[config.mk]
export PLATFORM = sky130hd
export DESIGN_NAME = ext_irq_router
export DESIGN_NICKNAME = d
export VERILOG_FILES = /design/src/rtl/eir_pkg.sv /design/src/rtl/eir_sync.sv /design/src/rtl/eir_sense.sv /design/src/rtl/eir_regs.sv /design/src/rtl/ext_irq_router.sv
export SDC_FILE = /design/constraint.sdc
export NUM_CORES = 1
export LEC_CHECK = 0
export ABC_AREA = 1
export BUFFER_PORTS_ARGS = -buffer_cell sky130_fd_sc_hd__buf_2
export CAP_MARGIN = 25
export CORE_MARGIN = 10
export CORE_UTILIZATION = 55
export CTS_BUF_LIST = sky130_fd_sc_hd__clkbuf_4 sky130_fd_sc_hd__clkbuf_8 sky130_fd_sc_hd__clkbuf_16
export DETAILED_ROUTE_END_ITERATION = 6
export GPL_TIMING_DRIVEN = 0
export PLACE_DENSITY = 0.75
export SYNTH_ARGS = -nofsm -noshare
export SYNTH_HDL_FRONTEND = slang
export SYNTH_SLANG_ARGS = --single-unit
[constraint.sdc]
create_clock -name clk -period 1.55 [get_ports clk]
set_input_delay 0.0775 -clock clk [delete_from_list [all_inputs] [get_ports clk]]
set_output_delay 0.0775 -clock clk [all_outputs]
set_load 0.05 [all_outputs]
[src/rtl/eir_pkg.sv]
package eir_pkg;
  localparam int SEL_W = 3;

  typedef enum logic [SEL_W-1:0] {
    SLOT_MASK  = 3'd0,
    SLOT_SPA   = 3'd1,
    SLOT_STAT  = 3'd2,
    SLOT_RAW   = 3'd3,
    SLOT_CLR   = 3'd4,
    SLOT_POL   = 3'd5,
    SLOT_EDGE  = 3'd6,
    SLOT_SPB   = 3'd7
  } slot_e;
endpackage

[src/rtl/eir_sync.sv]
module eir_sync #(
  parameter int LINES = 32
) (
  input  logic             clk,
  input  logic             rst,
  input  logic [LINES-1:0] async_i,
  output logic [LINES-1:0] sync_o,
  output logic [LINES-1:0] prev_o
);
  logic [LINES-1:0] meta_q;
  logic [LINES-1:0] sync_q;
  logic [LINES-1:0] prev_q;

  always_ff @(posedge clk) begin
    if (rst) begin
      meta_q <= '0;
      sync_q <= '0;
      prev_q <= '0;
    end else begin
      meta_q <= async_i;
      sync_q <= meta_q;
      prev_q <= sync_q;
    end
  end

  assign sync_o = sync_q;
  assign prev_o = prev_q;

  // the delayed copy follows the synchronised value one cycle later
  p_prev_follows_r8: assert property (@(posedge clk) disable iff (rst)
    1'b1 |=> (prev_q == $past(sync_q)));
endmodule

[src/rtl/eir_sense.sv]
module eir_sense #(
  parameter int LINES = 32
) (
  input  logic             clk,
  input  logic             rst,
  input  logic [LINES-1:0] sync_i,
  input  logic [LINES-1:0] prev_i,
  input  logic [LINES-1:0] pol_i,
  input  logic [LINES-1:0] edge_i,
  input  logic [LINES-1:0] clr_i,
  output logic [LINES-1:0] raw_o
);
  logic [LINES-1:0] hit;
  logic [LINES-1:0] lat_q;

  for (genvar g = 0; g < LINES; g++) begin : g_line
    logic rise, fall;
    assign rise = sync_i[g] & ~prev_i[g];
    assign fall = ~sync_i[g] & prev_i[g];

    always_comb begin
      if (edge_i[g]) hit[g] = pol_i[g] ? rise : fall;
      else           hit[g] = (sync_i[g] == pol_i[g]);
    end

    always_ff @(posedge clk) begin
      if (rst)           lat_q[g] <= 1'b0;
      else if (hit[g])   lat_q[g] <= 1'b1;
      else if (clr_i[g]) lat_q[g] <= 1'b0;
    end

    // an event always lands in the latch, even with a clear alongside
    p_event_wins_r7: assert property (@(posedge clk) disable iff (rst)
      hit[g] |=> lat_q[g]);
    // a clear without a competing event empties the latch
    p_clear_takes_r5: assert property (@(posedge clk) disable iff (rst)
      (clr_i[g] && !hit[g]) |=> !lat_q[g]);
    // without event or clear the latch holds, whatever the mask does
    p_latch_holds_r4: assert property (@(posedge clk) disable iff (rst)
      (!clr_i[g] && !hit[g]) |=> $stable(lat_q[g]));
  end

  assign raw_o = lat_q;
endmodule

[src/rtl/eir_regs.sv]
module eir_regs
  import eir_pkg::*;
#(
  parameter int LINES = 32
) (
  input  logic             clk,
  input  logic             rst,
  input  logic             bus_en,
  input  logic             bus_we,
  input  logic [SEL_W-1:0] bus_sel,
  input  logic [LINES-1:0] bus_wdata,
  output logic [LINES-1:0] bus_rdata,
  input  logic [LINES-1:0] raw_i,
  input  logic [LINES-1:0] stat_i,
  output logic [LINES-1:0] mask_o,
  output logic [LINES-1:0] pol_o,
  output logic [LINES-1:0] edge_o,
  output logic [LINES-1:0] clr_o
);
  slot_e            slot;
  logic             wr, rd;
  logic [LINES-1:0] mask_q, pol_q, edge_q, spa_q, spb_q, rdata_q;
  logic [LINES-1:0] rd_mux;

  assign slot = slot_e'(bus_sel);
  assign wr   = bus_en & bus_we;
  assign rd   = bus_en & ~bus_we;

  always_ff @(posedge clk) begin
    if (rst) begin
      mask_q <= '1;
      pol_q  <= '0;
      edge_q <= '0;
      spa_q  <= '0;
      spb_q  <= '0;
    end else if (wr) begin
      case (slot)
        SLOT_MASK: mask_q <= bus_wdata;
        SLOT_SPA:  spa_q  <= bus_wdata;
        SLOT_POL:  pol_q  <= bus_wdata;
        SLOT_EDGE: edge_q <= bus_wdata;
        SLOT_SPB:  spb_q  <= bus_wdata;
        default: ;
      endcase
    end
  end

  always_comb begin
    case (slot)
      SLOT_MASK: rd_mux = mask_q;
      SLOT_SPA:  rd_mux = spa_q;
      SLOT_STAT: rd_mux = stat_i;
      SLOT_RAW:  rd_mux = raw_i;
      SLOT_POL:  rd_mux = pol_q;
      SLOT_EDGE: rd_mux = edge_q;
      SLOT_SPB:  rd_mux = spb_q;
      default:   rd_mux = '0;
    endcase
  end

  always_ff @(posedge clk) begin
    if (rst)     rdata_q <= '0;
    else if (rd) rdata_q <= rd_mux;
  end

  assign clr_o     = (wr && slot == SLOT_CLR) ? bus_wdata : '0;
  assign mask_o    = mask_q;
  assign pol_o     = pol_q;
  assign edge_o    = edge_q;
  assign bus_rdata = rdata_q;

  // the clear slot never reads back anything but zero
  p_clear_reads_zero_r5: assert property (@(posedge clk) disable iff (rst)
    (rd && slot == SLOT_CLR) |=> (bus_rdata == '0));
  // reset leaves every line masked
  p_reset_masked_r3: assert property (@(posedge clk) disable iff (rst)
    $fell(rst) |-> (mask_o == '1));
  // read data only moves on a read
  p_rdata_hold_r2: assert property (@(posedge clk) disable iff (rst)
    !rd |=> $stable(bus_rdata));
endmodule

[src/rtl/ext_irq_router.sv]
module ext_irq_router
  import eir_pkg::*;
#(
  parameter int LINES = 32
) (
  input  logic             clk,
  input  logic             rst,
  input  logic [LINES-1:0] irq_in,
  input  logic             bus_en,
  input  logic             bus_we,
  input  logic [SEL_W-1:0] bus_sel,
  input  logic [LINES-1:0] bus_wdata,
  output logic [LINES-1:0] bus_rdata,
  output logic [LINES-1:0] irq_out
);
  logic [LINES-1:0] sync_v, prev_v, pol_v, edge_v, clr_v, mask_v, raw_v, stat_v;
  logic [LINES-1:0] out_q;

  eir_sync #(.LINES(LINES)) u_sync (
    .clk(clk), .rst(rst), .async_i(irq_in), .sync_o(sync_v), .prev_o(prev_v)
  );

  eir_sense #(.LINES(LINES)) u_sense (
    .clk(clk), .rst(rst), .sync_i(sync_v), .prev_i(prev_v), .pol_i(pol_v),
    .edge_i(edge_v), .clr_i(clr_v), .raw_o(raw_v)
  );

  eir_regs #(.LINES(LINES)) u_regs (
    .clk(clk), .rst(rst), .bus_en(bus_en), .bus_we(bus_we), .bus_sel(bus_sel),
    .bus_wdata(bus_wdata), .bus_rdata(bus_rdata), .raw_i(raw_v), .stat_i(stat_v),
    .mask_o(mask_v), .pol_o(pol_v), .edge_o(edge_v), .clr_o(clr_v)
  );

  assign stat_v = raw_v & ~mask_v;

  always_ff @(posedge clk) begin
    if (rst) out_q <= '0;
    else     out_q <= stat_v;
  end

  assign irq_out = out_q;

  // a line masked in the previous cycle never drives its output
  p_mask_forces_low_r4: assert property (@(posedge clk) disable iff (rst)
    1'b1 |=> ((irq_out & $past(mask_v)) == '0));
  // an output is only high if its latch was set the cycle before
  p_out_from_latch_r8: assert property (@(posedge clk) disable iff (rst)
    1'b1 |=> ((irq_out & ~$past(raw_v)) == '0));
endmodule

After elaboration in Yosys (flattened, before gate mapping) --
Cells that the tools add are included. Widths: inputs -> output; s select.
Storage, ports and cells: register bits 352, input port bits 71, output and inout bits 64, logic and storage cells 383
Cells by class: equal/unequal tests 39, multiplexer cells 130, bitwise gates (word level) 133, reduce and logical (&&, ||, !) cells 39
Operators by type and width (number):
- $pmux 32 s7 | 1
- $mux 1 | 128
- $and 1x1->1 | 66
- $not 1->1 | 65
- $reduce_bool 2->1 | 32
- $and 32x32->32 | 1
- $eq 1x1->1 | 32
- $mux 32 | 1
- $not 32->32 | 1
- $eq 3x3->1 const B | 4
- $reduce_and 2->1 | 5
- $eq 3x2->1 const B | 2
- $eq 3x1->1 const B | 1
- $logic_not 3->1 | 1
- $logic_and 1x1->1 | 1

Longest topological paths before layout --
Gate-level depths: netlist (run 1).
depth in word-level cells 5, gate-level depth with buffers 10, mapped depth without buffers 8

Hierarchy --
From an unflattened synthesis (run 1), not the netlist that was laid out.
Second synthesis, totals: cells, all modules 2113, area, all modules 15138.3 µm²
Modules (own cells, without submodules):
- eir_regs | times used 1, cells each 1263, area an instance 9090.0 µm², seq. area each 3843.7 µm²
- eir_sync | times used 1, cells each 299, area an instance 2813.9 µm², seq. area each 1921.8 µm²
- eir_sense | times used 1, cells each 388, area an instance 2079.5 µm², seq. area each 640.6 µm²
- ext_irq_router | times used 1, cells each 163, area an instance 1154.9 µm², seq. area each 640.6 µm²

Least setup slack after synthesis (run 1) --
No wires, ideal clock.
path kind input to register, start point input port bus_sel[1], end point register u_regs.mask_q[21], in the netlist u_regs.mask_o[21], setup time 0.129 ns, data arrival time 1.051 ns, data required time 1.421 ns, setup slack 0.370 ns, stages 6, path buffers 2, cells stage by stage buf_4 -> nor2_2 -> nand2_1 -> nor2_4 -> clkbuf_1 -> o21ai_0
On the way: cells in the longest elaborated chain, start to end 2
RTL lines:
- start, declared | RTL line ext_irq_router.sv:11 | input logic [SEL_W-1:0] bus_sel,
- $logic_not 3->1 | RTL line eir_regs.sv:37 | case (slot)
- $reduce_and 2->1 (no source line)
- end signal, assigned | RTL line eir_regs.sv:38 | SLOT_MASK: mask_q <= bus_wdata;
- end, declared | RTL line eir_regs.sv:22 | logic [LINES-1:0] mask_q, pol_q, edge_q, spa_q, spb_q, rdata_q;
Every way passes these cells. A chain may end at the register's enable or synchronous reset.

Final worst setup path (run 1) --
start point input port bus_sel[2], end point register u_sense.lat_q[4], in the netlist u_sense.raw_o[4]
On the way: cells in the longest elaborated chain, start to end 4
RTL lines:
- $eq 3x3->1 | RTL line eir_regs.sv:66 | assign clr_o = (wr && slot == SLOT_CLR) ? bus_wdata : '0;
- $logic_and 1x1->1 | RTL line eir_regs.sv:66
- $mux 32 | RTL line eir_regs.sv:66
- $reduce_bool 2->1 (no source line)
- end signal, assigned by index | RTL line eir_sense.sv:27 | if (rst) lat_q[g] <= 1'b0;
- end signal, assigned by index | RTL line eir_sense.sv:28 | else if (hit[g]) lat_q[g] <= 1'b1;
- end signal, assigned by index | RTL line eir_sense.sv:29 | else if (clr_i[g]) lat_q[g] <= 1'b0;
- end, declared | RTL line eir_sense.sv:14 | logic [LINES-1:0] lat_q;
Every way passes these cells.

==> impl_metrics.yaml, run 1 <==
placement:
  dpl-instance-area_um2: 15200
  hpwl_um: 33600
  gp_congestion: 0.959
  dpl_worst_slack_ps: -638
  numPortBuffers: 131
  dpl.cell_count: 2381
pwr:
  p_clk_share_pct: 45.2
  ir_worst_vdd_v: 0.00110
  p_sw_uw: 5050
  p_leak_uw: 0.00788
  total_power_uw: 20600
  switching_share_pct: 24.5
  p_int_uw: 15600
  pwr-share-comb_pct: 8.6
  powerDensity_nw_per_um2: 1200
  pwr-share-seq_pct: 46.2
timing:
  setup_viol: 0
  worstMarginPinSlew_ps: 844
  skew_ps: 11.6
  final.period_utilization_pct: 94.6
  relSlewSlack_pct: 43.7
  hold_slack_ps: 95.5
  fmax_mhz: 682
  fin_crit_ps: 1470
  rsz0062_at_grt: "no"
  hold_viol: 0
  setup_slack_ps: 83.4
  drv_slew: 0
layout:
  final_cell_mix: "dfxtp_1 (352), nor2_1 (256), inv_1 (228)"
  layout-drive-gt1-share_pct: 11.6
  layout_commonest_cell: "dfxtp_1"
  final_area_um2: 17200
  finalNetCount: 2226
  fin_cells: 2510
  area_growth_pct: 21.2
critical_path:
  end_kind: "flip-flop"
  worstSetupPathType: "in -> reg"
  r2r_slack_ps: 370
  critPathMaxFanout: 10
  crit_required_ps: 1920
  r2r_end: "u_regs.bus_rdata[1]$_SDFFE_PP0P_"
  reg2reg_from: "u_sense.raw_o[1]$_SDFFE_PP0P_"
  worst_ep_arrival_time_ps: 1840
  start_kind: "primary input"
  reg2regPathDepth: 8
floorplan:
  fp.dieH_um: 181
  initial_core_util_pct: 56.1
  row_count: 58
  io_pins: 135
  floorplan.die_area_um2: 32600
  core_um2: 25300
  dieWidth_um: 181
yosys:
  syn_nets: 1991
  ys_top_cells_by_area: "dfxtp_1 (50%), nand4_1 (7.0%), nor2_1 (6.8%), a21oi_1 (6.8%), inv_1 (6.0%)"
  syn_inst: 1920
  synth_top_cell_area_share_pct: 49.7
  syn_avg_cell_area_um2: 7.38
  ys_types: 21
  ys_ff_latch: 352
  ys_warn_count: 0
  yosysSeqAreaShare_pct: 49.7
  synth_top_area_cell: "dfxtp_1"
  syn_area_um2: 14200
min_path:
  holdCritPathClass: "in -> reg"
  hold_end: "u_regs.pol_o[31]$_SDFFE_PP0P_"
  min_path_cells: 4
  min-delay-start: "bus_sel[1]"
route:
  viasPerCell: 5.82
  first_pass_iters: 6
  drtIter0Drc: 1951
  vias: 14600
  drtAntennaViolNets: 0
  wl_per_cell_um: 19.7
  drcViolationCount: 0
  drt_wl_total_um: 49500
grt:
  grt_max_degree: 14
  grt_pass1_wl_um: 76400
  grt_overflow: 0
  grt_usage_pct: 28.9
  grt_pass1_vias: 13900
  antenna_found_initial: 1
clock_network:
  clk_pin_slew_ps: 60
  cts_tree: "built"
  htreeDepth: 2
  cts_root_buf: "clkbuf_16"
  ctsLongestPathBuffers: 3
  cts_inserted_buffers: 37
  clkLatencyLatePin_ps: 530
  clock-sinks: 352
status:
  run_status: "finished clean"
run:
  maxCapViolCount: 0
-- layer usage --
metal / global-route usage, % / wire (um)
met1: 36.1 / 19500
met3: 7.71 / 5330
met4: 12.2 / 2120
met2: 46.2 / 22500
met5: 0 / 0
-- kinds of logic after synthesis --
group           Yosys count  synth area share (%)
compound gates          448                  16.1
buf+inv                 371                  10.3
simple gates            749                  23.9
flops                   352                  49.7
-- worst max-delay path, cell delays in order --
cell and delay [ps]:
buf_2 120, buf_4 210, buf_2 270, nand3_1 310, clkbuf_1 430, o21ai_0 310, a31oi_1 100
-- stage by stage --
step	utilization [%]	setup TNS [ps]
5_1_grt	68.0	0
3_5_place_dp	60.4	-83450
3_3_place_gp	60.4	-79270
4_1_cts	68.0	0
6_report	68.0	0
2_1_floorplan	-	0
-- power by group through the flow --
stage               registers, uW  logic (uW)  clock network (uW)
floorplan                    9760         885                   0
global placement             9710        1560                   0
detailed placement           9710        1580                   0
CTS                          9520        1720                9350
global route                 9550        1920                9730
finish                       9530        1780                9330
-- registers in the layout (all words and copies together), names as in the netlist --
| name | cells |
|---|---|
| irq_out | 32 |
| u_regs.edge_o | 32 |
| u_regs.mask_o | 32 |
| u_sync.sync_o | 32 |
| u_regs.bus_rdata | 32 |
| u_sense.raw_o | 32 |
| u_sync.prev_o | 32 |
| u_regs.pol_o | 32 |
| u_sync.meta_q | 32 |
| u_regs.spb_q | 32 |
| u_regs.spa_q | 32 |
-- worst max path at each step --
stage | start | endpoint | slack, ps
after floorplan | bus_sel[1] | u_regs.mask_o[21]$_SDFFE_PP1P_ | 370
after global placement | rst | u_sync.sync_o[10]$_SDFF_PP0_ | -640
after detailed placement | rst | u_sync.sync_o[10]$_SDFF_PP0_ | -640
after CTS | bus_en | u_regs.bus_rdata[22]$_SDFFE_PP0P_ | 90
after global routing | rst | u_sync.prev_o[16]$_SDFF_PP0_ | 10
final | bus_sel[2] | u_sense.raw_o[4]$_SDFFE_PP0P_ | 80
-- cell usage after synthesis, drive strengths merged --
master and count:
nand4 159, a31oi 32, clkbuf 86, o21ai 224, nand3 68, a21oi 192
nor2 261, nor4 2, buf 55, nand2 228, dfxtp 352, inv 230
nor3 31
-- what timing repair did --
item                                    in CTS  in global routing
endpoints found under the hold margin      192                  2
buffers inserted                             0                  0
endpoints found under the setup margin       4                 16
hold buffers                                64                  1
gates resized for setup                      1                  7
-- area by class of cell --
cell class              instances  area [um^2]
fillers                      2129         8070
clock buffers                  55         1130
repair buffers                196         1310
multi-input cells            1197         5680
inverters                     230          863
diodes                          1         2.50
well taps                     330          413
clock inverters                 8          144
flip-flops and latches        352         7050
plain buffers                 141          597
Power figures use the tool's default switching activity.
==> run 2, diff against run 1 <==
--- a/config.mk
+++ b/config.mk
@@ -8,12 +8,14 @@
 export ABC_AREA = 1
 export BUFFER_PORTS_ARGS = -buffer_cell sky130_fd_sc_hd__buf_2
 export CAP_MARGIN = 25
+export CORE_ASPECT_RATIO = 0.8
 export CORE_MARGIN = 10
 export CORE_UTILIZATION = 55
 export CTS_BUF_LIST = sky130_fd_sc_hd__clkbuf_4 sky130_fd_sc_hd__clkbuf_8 sky130_fd_sc_hd__clkbuf_16
 export DETAILED_ROUTE_END_ITERATION = 6
 export GPL_TIMING_DRIVEN = 0
 export PLACE_DENSITY = 0.75
+export SLEW_MARGIN = 20
 export SYNTH_ARGS = -nofsm -noshare
 export SYNTH_HDL_FRONTEND = slang
 export SYNTH_SLANG_ARGS = --single-unit
==> run 2 against run 1 <==
The run now ends with design-rule violations, negative setup slack left. Sequential power is essentially flat. Flip-flop and latch count did not move. Global-route usage grew 1.4 points. Clock-buffer cell count is 7 lower. Wire length grew 2.3%. Cell count is 0.36% lower. Register-to-register slack improved by 50 ps. First-iteration DRC count shrank 1.0%. Critical path depth shrank 3. Maximum frequency down 6.8%. Via count increased by 0.94%. Critical path type unchanged. Critical endpoint is now u_sync.prev_o[14]$_SDFF_PP0_. Largest cell class unchanged.
==> impl_metrics.yaml, run 2 (synthesis gave the netlist of run 1 again) <==
clock_network:
  ctsLongestPathBuffers: 3
  cts_setup_buffers: 0
  clock-sinks: 352
  cts_root_buf: "clkbuf_16"
  clk_pin_slew_ps: 60
  clkLatencyLatePin_ps: 530
  cts_inserted_buffers: 35
  htreeDepth: 2
  cts_tree: "built"
critical_path:
  worstPathCellList: "clkbuf_1 > clkbuf_1 > buf_1 > nor2_1"
  r2r_slack_ps: 420
  crit_required_ps: 1930
  start_kind: "primary input"
  path_buf_inv: 3
  cp_slowest_cell: "clkbuf_1"
  critPathMaxFanout: 10
  path_common_cell: "clkbuf_1"
  worstSetupPathType: "in -> reg"
  cpPeakStageDelay_ps: 670
  end_kind: "flip-flop"
  critPathTopFamily: "buffers and inverters"
  worst_ep_arrival_time_ps: 1960
layout:
  layout_commonest_cell: "dfxtp_1"
  finalNetCount: 2224
  fin_cells: 2501
  final_util_pct: 67.8
  area_growth_pct: 21.1
  layout-drive-gt1-share_pct: 11.4
  fillCellCount: 2177
  final_cell_mix: "dfxtp_1 (352), nor2_1 (257), inv_1 (228)"
route:
  drtIter0Drc: 1931
  drtAntennaViolNets: 0
  first_pass_iters: 7
  vias: 14800
  viasPerCell: 5.90
  drt_wl_total_um: 50600
  wl_per_cell_um: 20.2
  drcViolationCount: 16
placement:
  numPortBuffers: 131
  hpwl_um: 35000
  gp_congestion: 0.958
  dpl.cell_count: 2375
status:
  run_status: "finished, violations left"
  violations: "design-rule violations, negative setup slack"
grt:
  antenna_found_initial: 1
  grt_usage_pct: 30.3
  grt_pass1_vias: 14100
  grt_max_degree: 16
  grt_pass1_wl_um: 77400
  grt_overflow: 0
timing:
  rsz0062_at_grt: "no"
  fin_crit_ps: 1570
  hold_slack_ps: 45.6
  skew_ps: 18.1
  setup_viol: 1
  hold_viol: 0
  setup_slack_ps: -23.6
  relSlewSlack_pct: 41.6
  final.period_utilization_pct: 102
  worstMarginPinSlew_ps: 877
  fmax_mhz: 636
  setup_tns_ps: -23.6
  drv_slew: 0
pwr:
  p_clk_share_pct: 45.2
  p_int_uw: 15600
  pwr-share-seq_pct: 46.1
  powerDensity_nw_per_um2: 1200
  ir_worst_vdd_v: 0.000824
  p_leak_uw: 0.00786
  p_sw_uw: 5090
  pwr-share-comb_pct: 8.7
  switching_share_pct: 24.6
  total_power_uw: 20700
floorplan:
  floorplan.die_area_um2: 32600
  fp.dieH_um: 164
  io_pins: 135
  initial_core_util_pct: 56.0
  dieWidth_um: 199
  core_um2: 25300
  row_count: 52
min_path:
  holdCritPathClass: "in -> reg"
run:
  maxCapViolCount: 0
==> run 2: final cells by class <==
type                            instances  area (um^2)  area share, %
Multi-Input combinational cell       1197         5670           33.1
Timing Repair Buffer                  196         1310           7.61
Clock inverter                         12          230           1.34
Tap cell                              324          405           2.36
Clock buffer                           48         1040           6.07
Inverter                              230          863           5.03
Sequential cell                       352         7050           41.1
Antenna cell                            1         2.50         0.0146
Buffer                                141          594           3.46
==> run 2: worst register-to-register path, delay by kind of cell, from the launching register on <==
family	cells	cell delay, ps
compound gates	1	150
buf+inv	1	70
flops	1	360
simple gates	6	480
==> run 2: worst paths after layout <==
kind	start	endpoint	cells past startpoint
hold / removal	bus_we	u_regs.bus_rdata[0]$_SDFFE_PP0P_	4
setup reg to reg	u_sense.raw_o[21]$_SDFFE_PP0P_	u_regs.bus_rdata[21]$_SDFFE_PP0P_	8
setup / recovery	rst	u_sync.prev_o[14]$_SDFF_PP0_	4
hold reg to reg	u_sync.meta_q[22]$_SDFF_PP0_	u_sync.sync_o[22]$_SDFF_PP0_	2
==> run 2: timing repair <==
item                                    CTS  global route
endpoints found under the hold margin   192             0
gates resized for setup                   0             5
hold buffers                             65             0
endpoints found under the setup margin    0            15
==> run 2: power groups by stage <==
| stage | sequential, uW | clock, uW | combinational [uW] |
|---|---|---|---|
| detailed placement | 9720 | 0 | 1590 |
| CTS | 9520 | 9350 | 1730 |
| finish | 9530 | 9330 | 1800 |
| global route | 9550 | 9700 | 1930 |
| global placement | 9710 | 0 | 1570 |
| floorplan | 9760 | 0 | 885 |
==> run 2: per-layer routing <==
metal	wire length [um]	vias up	global-route usage [%]
met2	22000	915	47.5
met1	20200	6794	38.6
met3	5810	211	7.77
li1	-	6837	-
met4	2590	0	13.3
met5	0	-	0
==> run 2: metrics by stage <==
stage / setup slack [ps] / area (um^2)
global placement: -496 / 15200
CTS: 34.8 / 17200
finish: -23.6 / 17200
detailed placement: -508 / 15200
global route: 3.92 / 17200
floorplan: 370 / 14200
